==> config.mk <==
export PLATFORM = sky130hd
export DESIGN_NAME = lane_align_gen
export DESIGN_NICKNAME = d
export VERILOG_FILES = /design/src/rtl/lag_pkg.sv /design/src/rtl/lag_cfg_store.sv /design/src/rtl/lag_seq.sv /design/src/rtl/lag_lane_kind.sv /design/src/rtl/lane_align_gen.sv
export SDC_FILE = /design/constraint.sdc
export NUM_CORES = 1
export LEC_CHECK = 0
export BUFFER_PORTS_ARGS = -buffer_cell sky130_fd_sc_hd__buf_2
export CELL_PAD_IN_SITES_DETAIL_PLACEMENT = 1
export CELL_PAD_IN_SITES_GLOBAL_PLACEMENT = 1
export CORE_MARGIN = 5
export CORE_UTILIZATION = 48
export DETAILED_ROUTE_END_ITERATION = 8
export GPL_TIMING_DRIVEN = 0
export HOLD_SLACK_MARGIN = 0.03
export PLACE_DENSITY_LB_ADDON = 0.1
export SYNTH_ARGS = -nofsm -noshare
export SYNTH_HDL_FRONTEND = slang
export SYNTH_HIERARCHICAL = 1
export SYNTH_SLANG_ARGS = --single-unit
==> constraint.sdc <==
create_clock -name clk -period 11.35 [get_ports clk]
set_input_delay 1.135 -clock clk [delete_from_list [all_inputs] [get_ports clk]]
set_output_delay 1.135 -clock clk [all_outputs]
set_load 0.01 [all_outputs]
==> src/rtl/lag_pkg.sv <==
package lag_pkg;
    localparam int LANES        = 4;
    localparam int OCTET_W      = 8;
    localparam int CFG_OCTETS   = 14;
    localparam int PARAM_OCTETS = CFG_OCTETS - 1;
    localparam int MIN_MF_OCT   = 20;

    localparam logic [7:0] SYM_MF_START = 8'h1C; // K28.0
    localparam logic [7:0] SYM_MF_END   = 8'h7C; // K28.3
    localparam logic [7:0] SYM_CFG_MARK = 8'h9C; // K28.4

    typedef enum logic [2:0] {
        KIND_START,
        KIND_END,
        KIND_MARK,
        KIND_CFG,
        KIND_FILL
    } octet_kind_e;

    typedef struct packed {
        logic [OCTET_W-1:0] data;
        logic               ctrl;
    } octet_t;

    function automatic logic [OCTET_W-1:0] param_checksum(
        input logic [PARAM_OCTETS*OCTET_W-1:0] p
    );
        logic [OCTET_W-1:0] s;
        s = '0;
        for (int i = 0; i < PARAM_OCTETS; i++) begin
            s = s + p[i*OCTET_W +: OCTET_W];
        end
        return s;
    endfunction
endpackage

==> src/rtl/lag_cfg_store.sv <==
module lag_cfg_store
    import lag_pkg::*;
#(
    parameter int FW = 8,
    parameter int KW = 5,
    parameter int CW = 8,
    localparam int LW = FW + KW,
    localparam int WW = LW - 2
) (
    input  logic                              clk,
    input  logic                              rst,
    input  logic                              load,
    input  logic [FW-1:0]                     frame_octets,
    input  logic [KW-1:0]                     frames_per_mf,
    input  logic [CW-1:0]                     mf_count,
    input  logic [PARAM_OCTETS*OCTET_W-1:0]   params,
    output logic [WW-1:0]                     last_word,
    output logic [CW-1:0]                     mf_last,
    output logic [CFG_OCTETS*OCTET_W-1:0]     record
);
    logic [LW-1:0] mf_oct;

    always_comb begin
        mf_oct = LW'(frame_octets) * LW'(frames_per_mf);
    end

    always_ff @(posedge clk) begin
        if (rst) begin
            last_word <= '0;
            mf_last   <= '0;
            record    <= '0;
        end else if (load) begin
            last_word <= mf_oct[LW-1:2] - WW'(1);
            mf_last   <= mf_count;
            record    <= {param_checksum(params), params};
        end
    end

    // a phase may only start with a legal multiframe length
    assert_cfg_legal_R11: assert property (@(posedge clk) disable iff (rst)
        load |-> (mf_oct[1:0] == 2'b00 && mf_oct >= LW'(MIN_MF_OCT)));
endmodule

==> src/rtl/lag_seq.sv <==
module lag_seq #(
    parameter int WW = 11,
    parameter int CW = 8
) (
    input  logic          clk,
    input  logic          rst,
    input  logic          start,
    input  logic [WW-1:0] last_word,
    input  logic [CW-1:0] mf_last,
    output logic          active,
    output logic          load,
    output logic [WW-1:0] word_idx,
    output logic [CW-1:0] mf_idx,
    output logic          done
);
    logic at_end;

    always_comb begin
        load   = start && !active;
        at_end = (word_idx == last_word);
        done   = active && at_end && (mf_idx == mf_last);
    end

    always_ff @(posedge clk) begin
        if (rst) begin
            active   <= 1'b0;
            word_idx <= '0;
            mf_idx   <= '0;
        end else if (!active) begin
            if (start) begin
                active   <= 1'b1;
                word_idx <= '0;
                mf_idx   <= '0;
            end
        end else if (at_end) begin
            word_idx <= '0;
            if (mf_idx == mf_last) begin
                active <= 1'b0;
            end else begin
                mf_idx <= mf_idx + CW'(1);
            end
        end else begin
            word_idx <= word_idx + WW'(1);
        end
    end

    // the phase ends right after done
    assert_done_ends_R8: assert property (@(posedge clk) disable iff (rst)
        done |=> !active);
    // a running phase is not disturbed before done
    assert_run_holds_R6: assert property (@(posedge clk) disable iff (rst)
        (active && !done) |=> active);
    // words inside a multiframe advance one per cycle
    assert_word_step_R5: assert property (@(posedge clk) disable iff (rst)
        (active && !at_end) |=> (word_idx == $past(word_idx) + WW'(1)));
endmodule

==> src/rtl/lag_lane_kind.sv <==
module lag_lane_kind
    import lag_pkg::*;
#(
    parameter int WW   = 11,
    parameter int LANE = 0
) (
    input  logic [WW-1:0] word_idx,
    input  logic [WW-1:0] last_word,
    input  logic          second_mf,
    output octet_kind_e   kind,
    output logic [3:0]    cfg_idx
);
    localparam int PW = WW + 2;
    localparam logic [1:0] LSEL = 2'(LANE);

    logic [PW-1:0] pos;

    always_comb begin
        pos     = {word_idx, LSEL};
        cfg_idx = pos[3:0] - 4'd2;
        if (pos == '0) begin
            kind = KIND_START;
        end else if (LANE == LANES - 1 && word_idx == last_word) begin
            kind = KIND_END;
        end else if (second_mf && pos == PW'(1)) begin
            kind = KIND_MARK;
        end else if (second_mf && pos >= PW'(2) && pos <= PW'(CFG_OCTETS + 1)) begin
            kind = KIND_CFG;
        end else begin
            kind = KIND_FILL;
        end
    end
endmodule

==> src/rtl/lane_align_gen.sv <==
module lane_align_gen
    import lag_pkg::*;
#(
    parameter int FW = 8,
    parameter int KW = 5,
    parameter int CW = 8,
    localparam int LW = FW + KW,
    localparam int WW = LW - 2,
    localparam int CNTW = $clog2(LANES + 1)
) (
    input  logic                            clk,
    input  logic                            rst,
    input  logic                            start,
    input  logic [CW-1:0]                   mf_count,
    input  logic [FW-1:0]                   cfg_frame_octets,
    input  logic [KW-1:0]                   cfg_frames_per_mf,
    input  logic [PARAM_OCTETS*OCTET_W-1:0] cfg_params,
    output logic [LANES*OCTET_W-1:0]        tx_data,
    output logic [LANES-1:0]                tx_ctrl,
    output logic                            scr_bypass,
    output logic                            done
);
    logic                          active;
    logic                          load;
    logic [WW-1:0]                 word_idx;
    logic [CW-1:0]                 mf_idx;
    logic [WW-1:0]                 last_word;
    logic [CW-1:0]                 mf_last;
    logic [CFG_OCTETS*OCTET_W-1:0] record;
    logic                          second_mf;
    octet_kind_e                   kind    [LANES];
    logic [3:0]                    cfg_idx [LANES];
    octet_t                        lane_oct [LANES];
    logic [CNTW-1:0]               nfill;
    logic [OCTET_W-1:0]            dummy_q;

    lag_cfg_store #(.FW(FW), .KW(KW), .CW(CW)) u_cfg (
        .clk           (clk),
        .rst           (rst),
        .load          (load),
        .frame_octets  (cfg_frame_octets),
        .frames_per_mf (cfg_frames_per_mf),
        .mf_count      (mf_count),
        .params        (cfg_params),
        .last_word     (last_word),
        .mf_last       (mf_last),
        .record        (record)
    );

    lag_seq #(.WW(WW), .CW(CW)) u_seq (
        .clk       (clk),
        .rst       (rst),
        .start     (start),
        .last_word (last_word),
        .mf_last   (mf_last),
        .active    (active),
        .load      (load),
        .word_idx  (word_idx),
        .mf_idx    (mf_idx),
        .done      (done)
    );

    assign second_mf = (mf_idx == CW'(1));

    for (genvar g = 0; g < LANES; g++) begin : g_lane
        lag_lane_kind #(.WW(WW), .LANE(g)) u_kind (
            .word_idx  (word_idx),
            .last_word (last_word),
            .second_mf (second_mf),
            .kind      (kind[g]),
            .cfg_idx   (cfg_idx[g])
        );
    end

    // Octet selection; fillers take consecutive counter values in lane order
    always_comb begin
        nfill = '0;
        for (int i = 0; i < LANES; i++) begin
            lane_oct[i] = '0;
            unique case (kind[i])
                KIND_START: lane_oct[i] = '{data: SYM_MF_START, ctrl: 1'b1};
                KIND_END:   lane_oct[i] = '{data: SYM_MF_END,   ctrl: 1'b1};
                KIND_MARK:  lane_oct[i] = '{data: SYM_CFG_MARK, ctrl: 1'b1};
                KIND_CFG:   lane_oct[i] = '{data: record[{cfg_idx[i], 3'b000} +: OCTET_W],
                                            ctrl: 1'b0};
                KIND_FILL: begin
                    lane_oct[i] = '{data: dummy_q + OCTET_W'(nfill), ctrl: 1'b0};
                    nfill       = nfill + CNTW'(1);
                end
                default:    lane_oct[i] = '0;
            endcase
        end
    end

    always_ff @(posedge clk) begin
        if (rst || !active) begin
            dummy_q <= '0;
        end else begin
            dummy_q <= dummy_q + OCTET_W'(nfill);
        end
    end

    always_comb begin
        for (int i = 0; i < LANES; i++) begin
            tx_data[i*OCTET_W +: OCTET_W] = active ? lane_oct[i].data : '0;
            tx_ctrl[i]                    = active && lane_oct[i].ctrl;
        end
        scr_bypass = active;
    end

    // word 0 of a multiframe opens with the start character in lane 0
    assert_mf_open_R1: assert property (@(posedge clk) disable iff (rst)
        (active && word_idx == '0) |-> (tx_ctrl[0] && tx_data[7:0] == SYM_MF_START));
    // the done word closes with the end character in the top lane
    assert_done_closes_R8: assert property (@(posedge clk) disable iff (rst)
        done |-> (tx_ctrl[LANES-1] && tx_data[LANES*OCTET_W-1 -: OCTET_W] == SYM_MF_END));
    // idle output right after done
    assert_quiet_after_done_R8: assert property (@(posedge clk) disable iff (rst)
        done |=> (tx_data == '0 && tx_ctrl == '0));
    // no control octet leaves without the bypass flag
    assert_bypass_ctrl_R9: assert property (@(posedge clk) disable iff (rst)
        (tx_ctrl != '0) |-> scr_bypass);
    // the filler counter starts every phase at zero
    assert_dummy_fresh_R4: assert property (@(posedge clk) disable iff (rst)
        $rose(active) |-> (dummy_q == '0));
endmodule

After elaboration in Yosys (flattened, before gate mapping)
Index checks and enable logic that the tools add are counted.
{"block": "word_totals", "register_bits": 159, "latchBits": 0, "mem_bits_rw": 0, "mem_bits_ro": 0, "input_bits": 128, "n_memories": 0}
{"block": "op_classes", "addsub": 26, "mul": 1, "n_div": 0, "magnitude_cmp": 8, "eq_ne": 21, "shifts": 4, "muxes": 30, "bitwise": 0, "reduce_logical": 25}
{"cell": "indexed part select 112 x 8 -> 8 bit", "count": 4}
{"cell": "case mux 9 bit (5 select lines)", "count": 4}
{"cell": "adder 8 bit", "count": 12}
{"cell": "two-way mux 8 bit", "count": 8}
{"cell": "greater-or-equal comparator 13 x 2 -> 1 bit, second input constant", "count": 4}
{"cell": "less-or-equal comparator 13 x 4 -> 1 bit, second input constant", "count": 4}
{"cell": "two-way mux 11 bit", "count": 3}
{"cell": "adder 8 x 3 -> 8 bit", "count": 4}
{"cell": "two-way mux 3 bit", "count": 10}
{"cell": "equality test 3 x 2 -> 1 bit, second input constant", "count": 8}
{"cell": "logical AND 1 bit", "count": 16}
{"cell": "subtractor 4 x 2 -> 4 bit, second input constant", "count": 4}
{"cell": "multiplier 8 x 5 -> 13 bit", "count": 1}
{"cell": "equality test 3 x 1 -> 1 bit, second input constant", "count": 4}
{"cell": "equality test 3 bit, second input constant", "count": 4}
{"cell": "zero test 3 bit", "count": 4}
{"cell": "adder 11 x 1 -> 11 bit, second input constant", "count": 1}
{"cell": "equality test 11 bit", "count": 1}
{"cell": "zero test 11 bit", "count": 1}
{"cell": "subtractor 11 x 1 -> 11 bit, second input constant", "count": 1}
{"cell": "adder 3 x 1 -> 3 bit, second input constant", "count": 3}
{"cell": "adder 8 x 1 -> 8 bit, second input constant", "count": 1}
{"cell": "equality test 8 x 1 -> 1 bit, second input constant", "count": 1}
{"cell": "equality test 8 bit", "count": 1}
{"cell": "6 further kinds", "count": 11}

Longest topological paths before layout
Gate-level depths: netlist of run 1.
{"block": "logic_depth", "word_depth": 14, "mapped_depth": 19}

Hierarchy
Netlist of run 1, hierarchy kept.
{"module": "lag_cfg_store", "n_inst": 1, "cells_each": 794, "area_each_um2": 8141.6}
{"module": "lane_align_gen", "n_inst": 1, "cells_each": 579, "area_each_um2": 5310.1}
{"module": "lag_seq", "n_inst": 1, "cells_each": 159, "area_each_um2": 1313.8}
{"module": "lag_lane_kind (g_lane[3].u_kind)", "n_inst": 1, "cells_each": 27, "area_each_um2": 202.7}
{"module": "lag_lane_kind (g_lane[0].u_kind)", "n_inst": 1, "cells_each": 17, "area_each_um2": 106.4}
{"module": "lag_lane_kind (g_lane[1].u_kind)", "n_inst": 1, "cells_each": 15, "area_each_um2": 98.8}
{"module": "lag_lane_kind (g_lane[2].u_kind)", "n_inst": 1, "cells_each": 11, "area_each_um2": 83.8}

Least setup slack after synthesis of run 1
No wires, ideal clock.
{"block": "synth_timing", "path_kind": "reg-to-output", "start": "register u_seq.mf_idx[5]", "end": "output port tx_data[28]", "arrival_ns": 4.411, "t_required_ns": 10.215, "slack_ns": 5.804, "path_stages_with_launch": 18, "n_path_buf": 0, "path_cell_list": "dfxtp_1 -> nor4_1 -> and4b_1 -> or4b_1 -> or4_1 -> nor2b_1 -> nor2b_1 -> inv_1 -> ha_1 -> xnor2_1 -> ha_1 -> inv_1 -> fa_1 -> nor2b_1 -> o21ai_0 -> and3_1 -> o41ai_1 -> nand2_1"}
{"item": "from (decl)", "line": "lag_seq.sv:13", "rtl": "output logic [CW-1:0] mf_idx,"}
{"item": "from (signal assigned)", "line": "lag_seq.sv:40", "rtl": "mf_idx <= mf_idx + CW'(1);"}
{"item": "to (decl)", "line": "lane_align_gen.sv:18", "rtl": "output logic [LANES*OCTET_W-1:0] tx_data,"}

==> results of run 1 <==
[layout make-up]
cell class,instances,area [sq um]
Clock inverter,15,186
Clock buffer,17,425
Sequential cell,159,3180
Multi-Input combinational cell,1205,11000
Tap cell,402,503
Antenna cell,1,2.50
Timing Repair Buffer,165,826
Fill cell,3665,14300
Buffer,110,594
Inverter,130,488
[cells in the final DEF (no fill, tap or decap), types with 18 or more instances in the layout]
master	instances
and2_1	33
dfxtp_1	159
mux2i_1	168
nand2_1	83
nand3_1	34
nor2b_1	24
fa_1	89
ha_1	50
mux4_2	89
buf_4	22
o22ai_1	20
nor2_1	188
buf_2	174
nor3_1	18
a21oi_1	69
clkbuf_1	68
xor2_1	28
o21ai_0	46
inv_1	129
xnor2_1	60
[how the worst min path moves through the flow]
stage,start,end,cells after the start
after floorplan,u_cfg/mf_last[7]$_SDFFE_PP0P_,u_cfg/mf_last[7]$_SDFFE_PP0P_,2
after detailed placement,u_cfg/mf_last[1]$_SDFFE_PP0P_,u_cfg/mf_last[1]$_SDFFE_PP0P_,2
after global placement,u_cfg/mf_last[4]$_SDFFE_PP0P_,u_cfg/mf_last[4]$_SDFFE_PP0P_,2
after global routing,u_cfg/mf_last[6]$_SDFFE_PP0P_,u_cfg/mf_last[6]$_SDFFE_PP0P_,2
final,u_cfg/mf_last[1]$_SDFFE_PP0P_,u_cfg/mf_last[1]$_SDFFE_PP0P_,2
after CTS,u_cfg/mf_last[1]$_SDFFE_PP0P_,u_cfg/mf_last[1]$_SDFFE_PP0P_,2
[Yosys cell counts, types with 46 or more instances]
cell type	count	share of area, %
nor2_1	188	4.6
mux2i_1	168	11
dfxtp_1	159	21
inv_1	129	3.2
fa_1	89	12
mux4_2	89	13
nand2_1	83	2.0
a21oi_1	69	2.3
clkbuf_1	68	1.7
xnor2_1	60	3.4
ha_1	50	4.1
o21ai_0	46	1.5
[through the flow]
step,util (%),hold slack [ns]
after floorplan,-,0.482
after global placement,52.7,0.504
after detailed placement,52.7,0.516
after CTS,54.7,0.540
after global routing,54.7,0.584
final,54.7,0.537
[power groups by stage]
| stage | Combinational (W) | Clock, W | Sequential, W |
|---|---|---|---|
| after floorplan | 0.00112 | 0 | 0.000652 |
| after global placement | 0.00161 | 0 | 0.000683 |
| after detailed placement | 0.00167 | 0 | 0.000687 |
| after CTS | 0.00168 | 0.000634 | 0.000674 |
| after global routing | 0.00187 | 0.000656 | 0.000681 |
| final | 0.00173 | 0.000628 | 0.000678 |
[state kept, by name, summed over array words and instances (netlist names)]
signal,flops
u_seq/mf_idx,8
u_seq/active,1
u_cfg/last_word,11
u_cfg/record,112
dummy_q,8
u_seq/word_idx,11
u_cfg/mf_last,8
[cells by family (layout without fill, tap and decap cells)]
logic type,Yosys count,after routing
AO/OA/AOI/OAI,237,237
XOR/XNOR,90,90
adder cells (fa/ha/maj),139,139
buffers and inverters,240,437
flip-flops,159,159
multiplexers,272,272
other,6,9
AND/OR/NAND/NOR,459,459
[per-layer routing]
layer / vias to the layer above / track usage [%] / routed length, microns
met1: 6880 / 43.2 / 23900
li1: 6040 / - / -
met2: 586 / 52.5 / 27000
met4: 0 / 12.9 / 2300
met5: - / 0 / 0
met3: 111 / 6.02 / 4660
[critical path, stage by stage, from the launching register on]
cell	delay (ns)
dfxtp_1	0.39
nor4_1	0.32
and4b_1	0.35
or4b_1	0.51
or4_1	0.65
nor2b_1	0.20
nor2b_1	0.24
inv_1	0.11
ha_1	0.27
xnor2_1	0.36
ha_1	0.26
inv_1	0.06
fa_1	0.43
nor2b_1	0.18
o21ai_0	0.12
and3_1	0.24
o41ai_1	0.36
nand2_1	0.11
buf_2	0.16
==> metrics.txt, run 1 <==
status finished clean; IO Port Bufs 165; I/O pin count 166; Final ANT Viol Nets 0; Psw 0.00141 W; Post-DP Area 16,600 sq um; adder-cell share of the synthesized area 15.8%; crit share post-route 60.8%; Post-Syn Instances 1,602; clock network power share 20.7%; Synth Area in Simple Gates 14.8%; Resize count post-CTS 0; RSZ-0062 raised after global routing no; Seq/Total Area, Yosys 20.9%; Avg Vias per Cell 6.18; DRT iter0 DRCs 1,206; Max-slew headroom 19.0%; Total Power 0.00303 W; flop2flop setup slack 6.22 ns; CP required 10.22 ns; final hold violations 0; cells on worst reg2reg path 16; Critical Path End tx_data[28]; Finish-stage setup viols 0; Pint 0.00162 W; Row Count 65; Die H 188 microns; Worst R2R Start u_seq/mf_idx[5]$_SDFFE_PP0P_; Critical path origin u_seq/mf_idx[5]$_SDFFE_PP0P_; number of max-cap violations 0; post-synthesis xor/xnor area fraction 5.31%; Post-Layout Inst Area 17,200 sq um; Mapped Area 15,300 sq um; DRC 0; largest family of logic cells by synthesized area multiplexers; final setup skew 0.0132 ns; CTS Hold Bufs 0; Setup Fix Bufs, Post-CTS 0; wire length per cell 26.2 microns; CTS buffer count 17; slew at the pin with the worst max-slew slack 1.22 ns; DRT Wirelength 57.8 mm; CTS tree done; Clock Tree Buf Depth 2; gpl congestion 1.02; sequential power share 22.4%; sum of negative setup slack 0 ns; DP HPWL 46.2 mm; initial core utilization 48.5%; vias in the first global route 14,100; YS warnings 6; Async S/R FF share, synth 0%; first-pass detailed-route iteration total 5; H-tree depth 4; worst skew pair latency 0.46 ns; sw frac 46.5%; Placed Cells 2,171; Hold/Removal Path Class register to register; Synth Area in Compound Gates 10.0%; fin. max-slew vios 0; CP Capture Type output port; DR vias 13,600; first-pass GRT wire length 87.3 mm; CP Max Fanout 8; PD cells 176 nW/um^2; Sink Count 159; Placement Setup Slack 4.90 ns; Core ar. 31,500 sq um; total gr overflow 0; Main synth FF type dfxtp_1; die area 35,500 sq um; share of cells above drive strength 1 20.3%; Yosys reg bits 159; pin count of the biggest net entering global routing 19; Final WS setup 4.44 ns; DIE WIDTH 188 microns; LEAKAGE 7.34 nW; Syn Area/Cell 9.52 sq um; mux share of post-synthesis cell area 26.0%; Critical Path AT 5.77 ns; Finished Layout Cells 2,204; Tmin final 6.91 ns; Peak VDD IR 479 uV; kind of critical path register to output port; Crit Reg-Reg Endpoint dummy_q[3]$_SDFF_PP0_; Worst setup SP type register; Clock transition at path regs 0.08 ns; gr usage total 32.4%; CTS Root Buffer Type clkbuf_16; synth-to-layout area growth 12.8%; Max Fclk 0.145 GHz; number of synthesized flops with an enable pin 0; initial antenna violation count 1; combinational share of power 56.9%; final net count 2,055; number of distinct library cells after synthesis 86
No activity file was read; power rests on OpenSTA's default activity.
==> inputs of run 2 (changes only) <==
CORE_UTILIZATION = 43   (was 48)
clock period = 6.3 ns   (was 11.35 ns; I/O delays follow)
==> metrics.txt, run 2 (synthesis results as in run 1) <==
IO Port Bufs 165 (unchanged); crit share post-route 95.5%; wire length per cell 25.9 microns (-1.2%); commonest non-fill, non-tap cell in the layout nor2_1; CP bufs+invs 3 (unchanged); Die H 198 microns (+5.4%); FILL cells 4,120 (+12%); DRC 0 (unchanged); synth-to-layout area growth 13.3%; CP max-delay cell or4_4; wire length on met3 4.25 mm (-8.7%); fin. max-slew vios 0 (unchanged); status finished clean; Clock transition at path regs 0.07 ns (about the same); Min-Delay Path Depth 3 (+1); M1 wire length 25.4 mm (+6.5%); Core ar. 35,300 sq um (+12%); sum of negative setup slack 0 ns (unchanged); register area 3180 sq um (about the same); Worst setup SP type register; first-pass detailed-route iteration total 5 (unchanged); LEAKAGE 7.36 nW (+0.19%); Finish-stage setup viols 0 (unchanged); CP Capture Type output port; initial antenna violation count 0 (-1); Crit Reg-Reg Endpoint dummy_q[5]$_SDFF_PP0_; die area 39,300 sq um (+11%); initial core utilization 43.2% (-5.3 points); CTS buffer count 17 (unchanged); Peak VDD IR 468 uV (-2.2%); I/O pin count 166 (unchanged); DRT iter0 DRCs 947 (-21%); Row Count 69 (+6.2%); Clock Tree Buf Depth 2 (unchanged); CTS tree done; number of max-cap violations 0 (unchanged); Tmin final 6.02 ns; share of cells above drive strength 1 20.8% (+0.43 points); DIE WIDTH 198 microns (+5.4%); critical path, cell by cell nor4_1 -> and4b_2 -> or4b_1 -> or4_4 -> nor2b_1 -> nor2b_1 -> inv_1 -> ha_1 -> xnor2_2 -> ha_1 -> inv_1 -> fa_1 -> nor2b_1 -> o21ai_0 -> and3_1 -> o41ai_1 -> nand2_1 -> buf_2; most frequent cells in the layout nor2_1, buf_2, mux2i_1, dfxtp_1, inv_1; CTS Root Buffer Type clkbuf_16; max layer used met4; DP HPWL 47.8 mm (+3.3%); Min-Delay Startpoint mf_count[6]; kind of critical path register to output port; Top reg by flops u_cfg/record; Final WS setup 0.283 ns (-4.16 ns); final setup skew 0.0126 ns (-0.000692 ns); hold path endpoint u_cfg/mf_last[6]$_SDFFE_PP0P_; PD cells 317 nW/um^2 (+80%); CTS Hold Bufs 0 (unchanged); CP Max Fanout 8 (unchanged); Sink Count 159 (unchanged); RSZ-0062 raised after global routing no; cells on worst reg2reg path 17 (+1); final hold violations 0 (unchanged); Avg Vias per Cell 5.95 (-3.7%); DRT Wirelength 58.7 mm (+1.4%); gr usage total 29.8% (-2.6 points); worst skew pair latency 0.45 ns (about the same); pin count of the biggest net entering global routing 17 (-2); Largest regs u_cfg/record (112), u_cfg/last_word (11), u_seq/word_idx (11); DR vias 13,500 (-1.2%); crit-path most repeated cell nor2b_1; CP required 5.67 ns (-4.55 ns); Ant. Diodes 0 (-1); gpl congestion 0.953 (-6.2%); CP top delay family simple AND/OR/NAND/NOR gates; Max stage delay on crit path 0.57 ns (-0.08 ns); WL met2 27.4 mm (+1.4%); Worst R2R Start u_seq/mf_idx[5]$_SDFFE_PP0P_; fin util 49.0% (-5.7 points); area of the multi-input gates 11,000 sq um (+0.17%); Largest register FFs 112 (unchanged); slew at the pin with the worst max-slew slack 1.28 ns (+0.0599 ns); Critical Path AT 5.39 ns (-0.38 ns); Hold/Removal Path Class primary input to register; H-tree depth 4 (unchanged); first-pass GRT wire length 87.3 mm (about the same); final net count 2,056 (+0.049%); Min Hold Slack 0.417 ns (-0.120 ns); total gr overflow 0 (unchanged); flop2flop setup slack 1.35 ns (-4.87 ns); Max Fclk 0.166 GHz; vias in the first global route 13,800 (-2.3%); Final ANT Viol Nets 0 (unchanged); Placement Setup Slack 0.384 ns (-4.52 ns); Max-slew headroom 15.0% (-4.0 points)
## run 2: cell count changes in the layout (fill, tap and decap cells not counted), sizes merged
cell	change
buf	+1
clkbuf	+2
clkinv	-1
diode	-1
inv	-1
## run 2: through the flow
step                cells  power [W]  cell area, sq um
global placement     2230    0.00422             16700
detailed placement   2230    0.00435             16700
finish               2263    0.00548             17300
floorplan            1604    0.00320             15300
CTS                  2262    0.00545             17300
global route         2263    0.00580             17300
## run 2: layer usage
metal  up-vias  track usage, %
li1       6048               -
met1      6801            42.0
met2       517            47.9
met3        94            4.92
met4         0            8.14
met5         -               0
## run 2: final cells by class
| type | instances | share of cell area (%) |
|---|---|---|
| multi-input combinational | 1205 | 63.7 |
| tap | 461 | 3.34 |
| timing repair buffer | 166 | 4.82 |
| clock buffer | 19 | 2.62 |
| sequential | 159 | 18.4 |
| clock inverter | 13 | 0.818 |
| inverter | 130 | 2.82 |
| buffer | 110 | 3.45 |
## run 2: worst max path at each step
stage / start / endpoint / slack (ns) / cells after the start
after CTS: u_seq/word_idx[0]$_SDFFE_PP0P_ / tx_data[28] / 0.02 / 19
after floorplan: u_seq/mf_idx[5]$_SDFFE_PP0P_ / tx_data[28] / 1.26 / 17
after detailed placement: u_seq/mf_idx[5]$_SDFFE_PP0P_ / tx_data[28] / 0.38 / 18
after global placement: u_seq/mf_idx[5]$_SDFFE_PP0P_ / tx_data[28] / 0.44 / 18
after global routing: u_seq/mf_idx[5]$_SDFFE_PP0P_ / tx_data[28] / 0.04 / 18
final: u_seq/mf_idx[5]$_SDFFE_PP0P_ / tx_data[28] / 0.28 / 18
## run 2: what timing repair did
action | CTS | global route
pin swaps | 0 | 1
endpoints found under the setup margin | 1 | 2
gates resized for setup | 3 | 5
buffers inserted | 0 | 1
## run 2: worst min-delay path, stage by stage
cell     delay [ns]
buf_2          0.08
mux2i_1        0.06
nor2_1         0.07
## run 2: report_power, final
group	internal [W]	switching, W
clock network	0.000581	0.000486
registers	0.00109	0.000138
logic	0.00126	0.00193
total	0.00293	0.00255
==> inputs of run 3 (changes only) <==
CORE_UTILIZATION = 47   (was 43)
clock period = 5.9 ns   (was 6.3 ns; I/O delays follow)
==> metrics.txt, run 3 (synthesis results as in run 1) <==
Post-Layout Inst Area 17,300 sq um (+0.14%); total gr overflow 0 (unchanged); Finished Layout Cells 2,247 (-0.71%); Avg Vias per Cell 6.11 (+2.7%); CP Capture Type output port; Critical Path AT 5.09 ns (-0.30 ns); gr usage total 32.4% (+2.5 points); Sink Count 159 (unchanged); slew at the pin with the worst max-slew slack 1.29 ns (+0.0114 ns); initial core utilization 47.3% (+4.0 points); Core ar. 32,300 sq um (-8.6%); DRC 0 (unchanged); Placed Cells 2,211 (-0.85%); Max-slew headroom 14.2% (-0.76 points); CP Max Fanout 7 (-1); Post-DP Area 16,600 sq um (-0.14%); gpl congestion 1.01 (+5.8%); Min Hold Slack 0.378 ns (-0.0386 ns); CP required 5.31 ns (-0.36 ns); CP bufs+invs 3 (unchanged); worst skew pair latency 0.46 ns (about the same); fin. max-slew vios 0 (unchanged); share of cells above drive strength 1 21.3% (+0.57 points); Die H 190 microns (-4.1%); Row Count 66 (-4.3%); Largest regs u_cfg/record (112), u_cfg/last_word (11), u_seq/word_idx (11); DRT iter0 DRCs 1,153 (+22%); Min-Delay Startpoint mf_count[4]; DR vias 13,700 (+2.0%); Finish-stage setup viols 0 (unchanged); Worst setup SP type register; CTS tree done; CP max-delay cell or4_4; Peak VDD IR 1430 uV (+210%); wire length per cell 26.1 microns (+0.61%); pin count of the biggest net entering global routing 18 (+1); critical path, cell by cell nor4_4 -> and4b_2 -> or4b_4 -> or4_4 -> nor2b_1 -> nor2b_2 -> inv_1 -> ha_4 -> xnor2_2 -> ha_2 -> inv_1 -> fa_2 -> nor2b_2 -> o21ai_1 -> and3_1 -> o41ai_2 -> nand2_1 -> buf_2; Clock transition at path regs 0.07 ns (about the same); Ant. Diodes 0 (unchanged); first-pass detailed-route iteration total 5 (unchanged); Final ANT Viol Nets 0 (unchanged); number of max-cap violations 0 (unchanged); CP top delay family simple AND/OR/NAND/NOR gates; Max stage delay on crit path 0.58 ns (about the same); Top reg by flops u_cfg/record; initial antenna violation count 2 (+2); crit share post-route 96.2%; IO Port Bufs 165 (unchanged); PD cells 337 nW/um^2 (+6.3%); CTS Root Buffer Type clkbuf_16; I/O pin count 166 (unchanged); DRT Wirelength 58.6 mm (-0.10%); die area 36,200 sq um (-8.1%); synth-to-layout area growth 13.5%; H-tree depth 4 (unchanged); CTS buffer count 17 (unchanged); DIE WIDTH 190 microns (-4.1%); Critical path origin u_seq/mf_idx[5]$_SDFFE_PP0P_; Hold/Removal Path Class primary input to register; kind of critical path register to output port; Clock Tree Buf Depth 2 (unchanged); Tmin final 5.68 ns; vias in the first global route 14,100 (+2.1%); LEAKAGE 7.37 nW (+0.12%); most frequent cells in the layout nor2_1, buf_2, mux2i_1, dfxtp_1, inv_1; commonest non-fill, non-tap cell in the layout nor2_1; final hold violations 0 (unchanged); status finished clean; final setup skew 0.0110 ns (-0.00160 ns); Worst R2R Start u_seq/mf_idx[5]$_SDFFE_PP0P_; first-pass GRT wire length 87.5 mm (+0.32%); DP HPWL 46.8 mm (-1.9%); final net count 2,059 (+0.15%); Largest register FFs 112 (unchanged); Max Fclk 0.176 GHz
run 3: cell types whose count changed in the layout (fill, tap and decap cells not counted), moves of 2 or more:
cell / before / now
ha_1: 50 / 48
nor2b_2: 1 / 3
clkinv_4: 3 / 1
clkbuf_8: 2 / 0
buf_4: 23 / 26
inv_8: 3 / 5
nor2b_1: 24 / 22
clkinvlp_4: 1 / 4
inv_6: 5 / 2
clkinv_8: 0 / 2
run 3: path summary, 6_finish.rpt:
check                                                     end  slack (ns)  cells after the start
worst max register to register          dummy_q[6]$_SDFF_PP0_        1.19                     18
worst max-delay path                              tx_data[28]        0.22                     18
worst min-delay path            u_cfg/mf_last[4]$_SDFFE_PP0P_        0.38                      3
worst min register to register  u_cfg/mf_last[4]$_SDFFE_PP0P_        0.52                      2
run 3: what timing repair did:
action | in CTS | in global routing
hold buffers | 0 | 0
setup endpoints to repair | 4 | 4
pin swaps | 2 | 5
setup buffers | 1 | 3
resized for setup | 7 | 10
run 3: cell type report:
class | count | area [sq um]
Clock buffer | 17 | 425
Timing Repair Buffer | 169 | 856
Multi-Input combinational cell | 1205 | 11100
Clock inverter | 15 | 150
Inverter | 130 | 488
Buffer | 110 | 597
Fill cell | 3773 | 15000
Tap cell | 442 | 553
Sequential cell | 159 | 3190
run 3: per-layer routing:
metal | up-vias | routed length [microns] | global-route usage (%)
li1 | 6057 | - | -
met1 | 6937 | 24700 | 44.0
met2 | 598 | 27000 | 52.0
met3 | 129 | 4630 | 6.33
met4 | 2 | 2300 | 11.2
met5 | - | 12 | 0
run 3: stage by stage:
step | util (%) | setup WS [ns] | setup TNS [ns] | power [W]
after global routing | 53.6 | -0.0140 | -0.0140 | 0.00620
after detailed placement | 51.5 | 0.0335 | 0 | 0.00460
after global placement | 51.5 | 0.121 | 0 | 0.00449
after CTS | 53.4 | 0.0144 | 0 | 0.00576
final | 53.6 | 0.225 | 0 | 0.00584
after floorplan | - | 0.899 | 0 | 0.00341
run 3: where the power goes:
part | internal [W] | switching [W] | total (W)
Sequential | 0.00116 | 0.000146 | 0.00131
Clock | 0.000562 | 0.000569 | 0.00113
Combinational | 0.00137 | 0.00203 | 0.00340
Total | 0.00309 | 0.00275 | 0.00584
run 3: worst reg2reg max path: stages (launching register included):
cell	delay, ns
dfxtp_2	0.38
nor4_4	0.28
and4b_2	0.31
or4b_4	0.49
or4_4	0.58
nor2b_1	0.16
nor2b_2	0.21
inv_1	0.11
ha_4	0.22
xnor2_2	0.14
buf_4	0.15
ha_1	0.28
mux2_2	0.29
fa_1	0.41
a21oi_1	0.18
nor2b_1	0.08
nor2b_1	0.14
xnor2_1	0.14
nor2_1	0.05
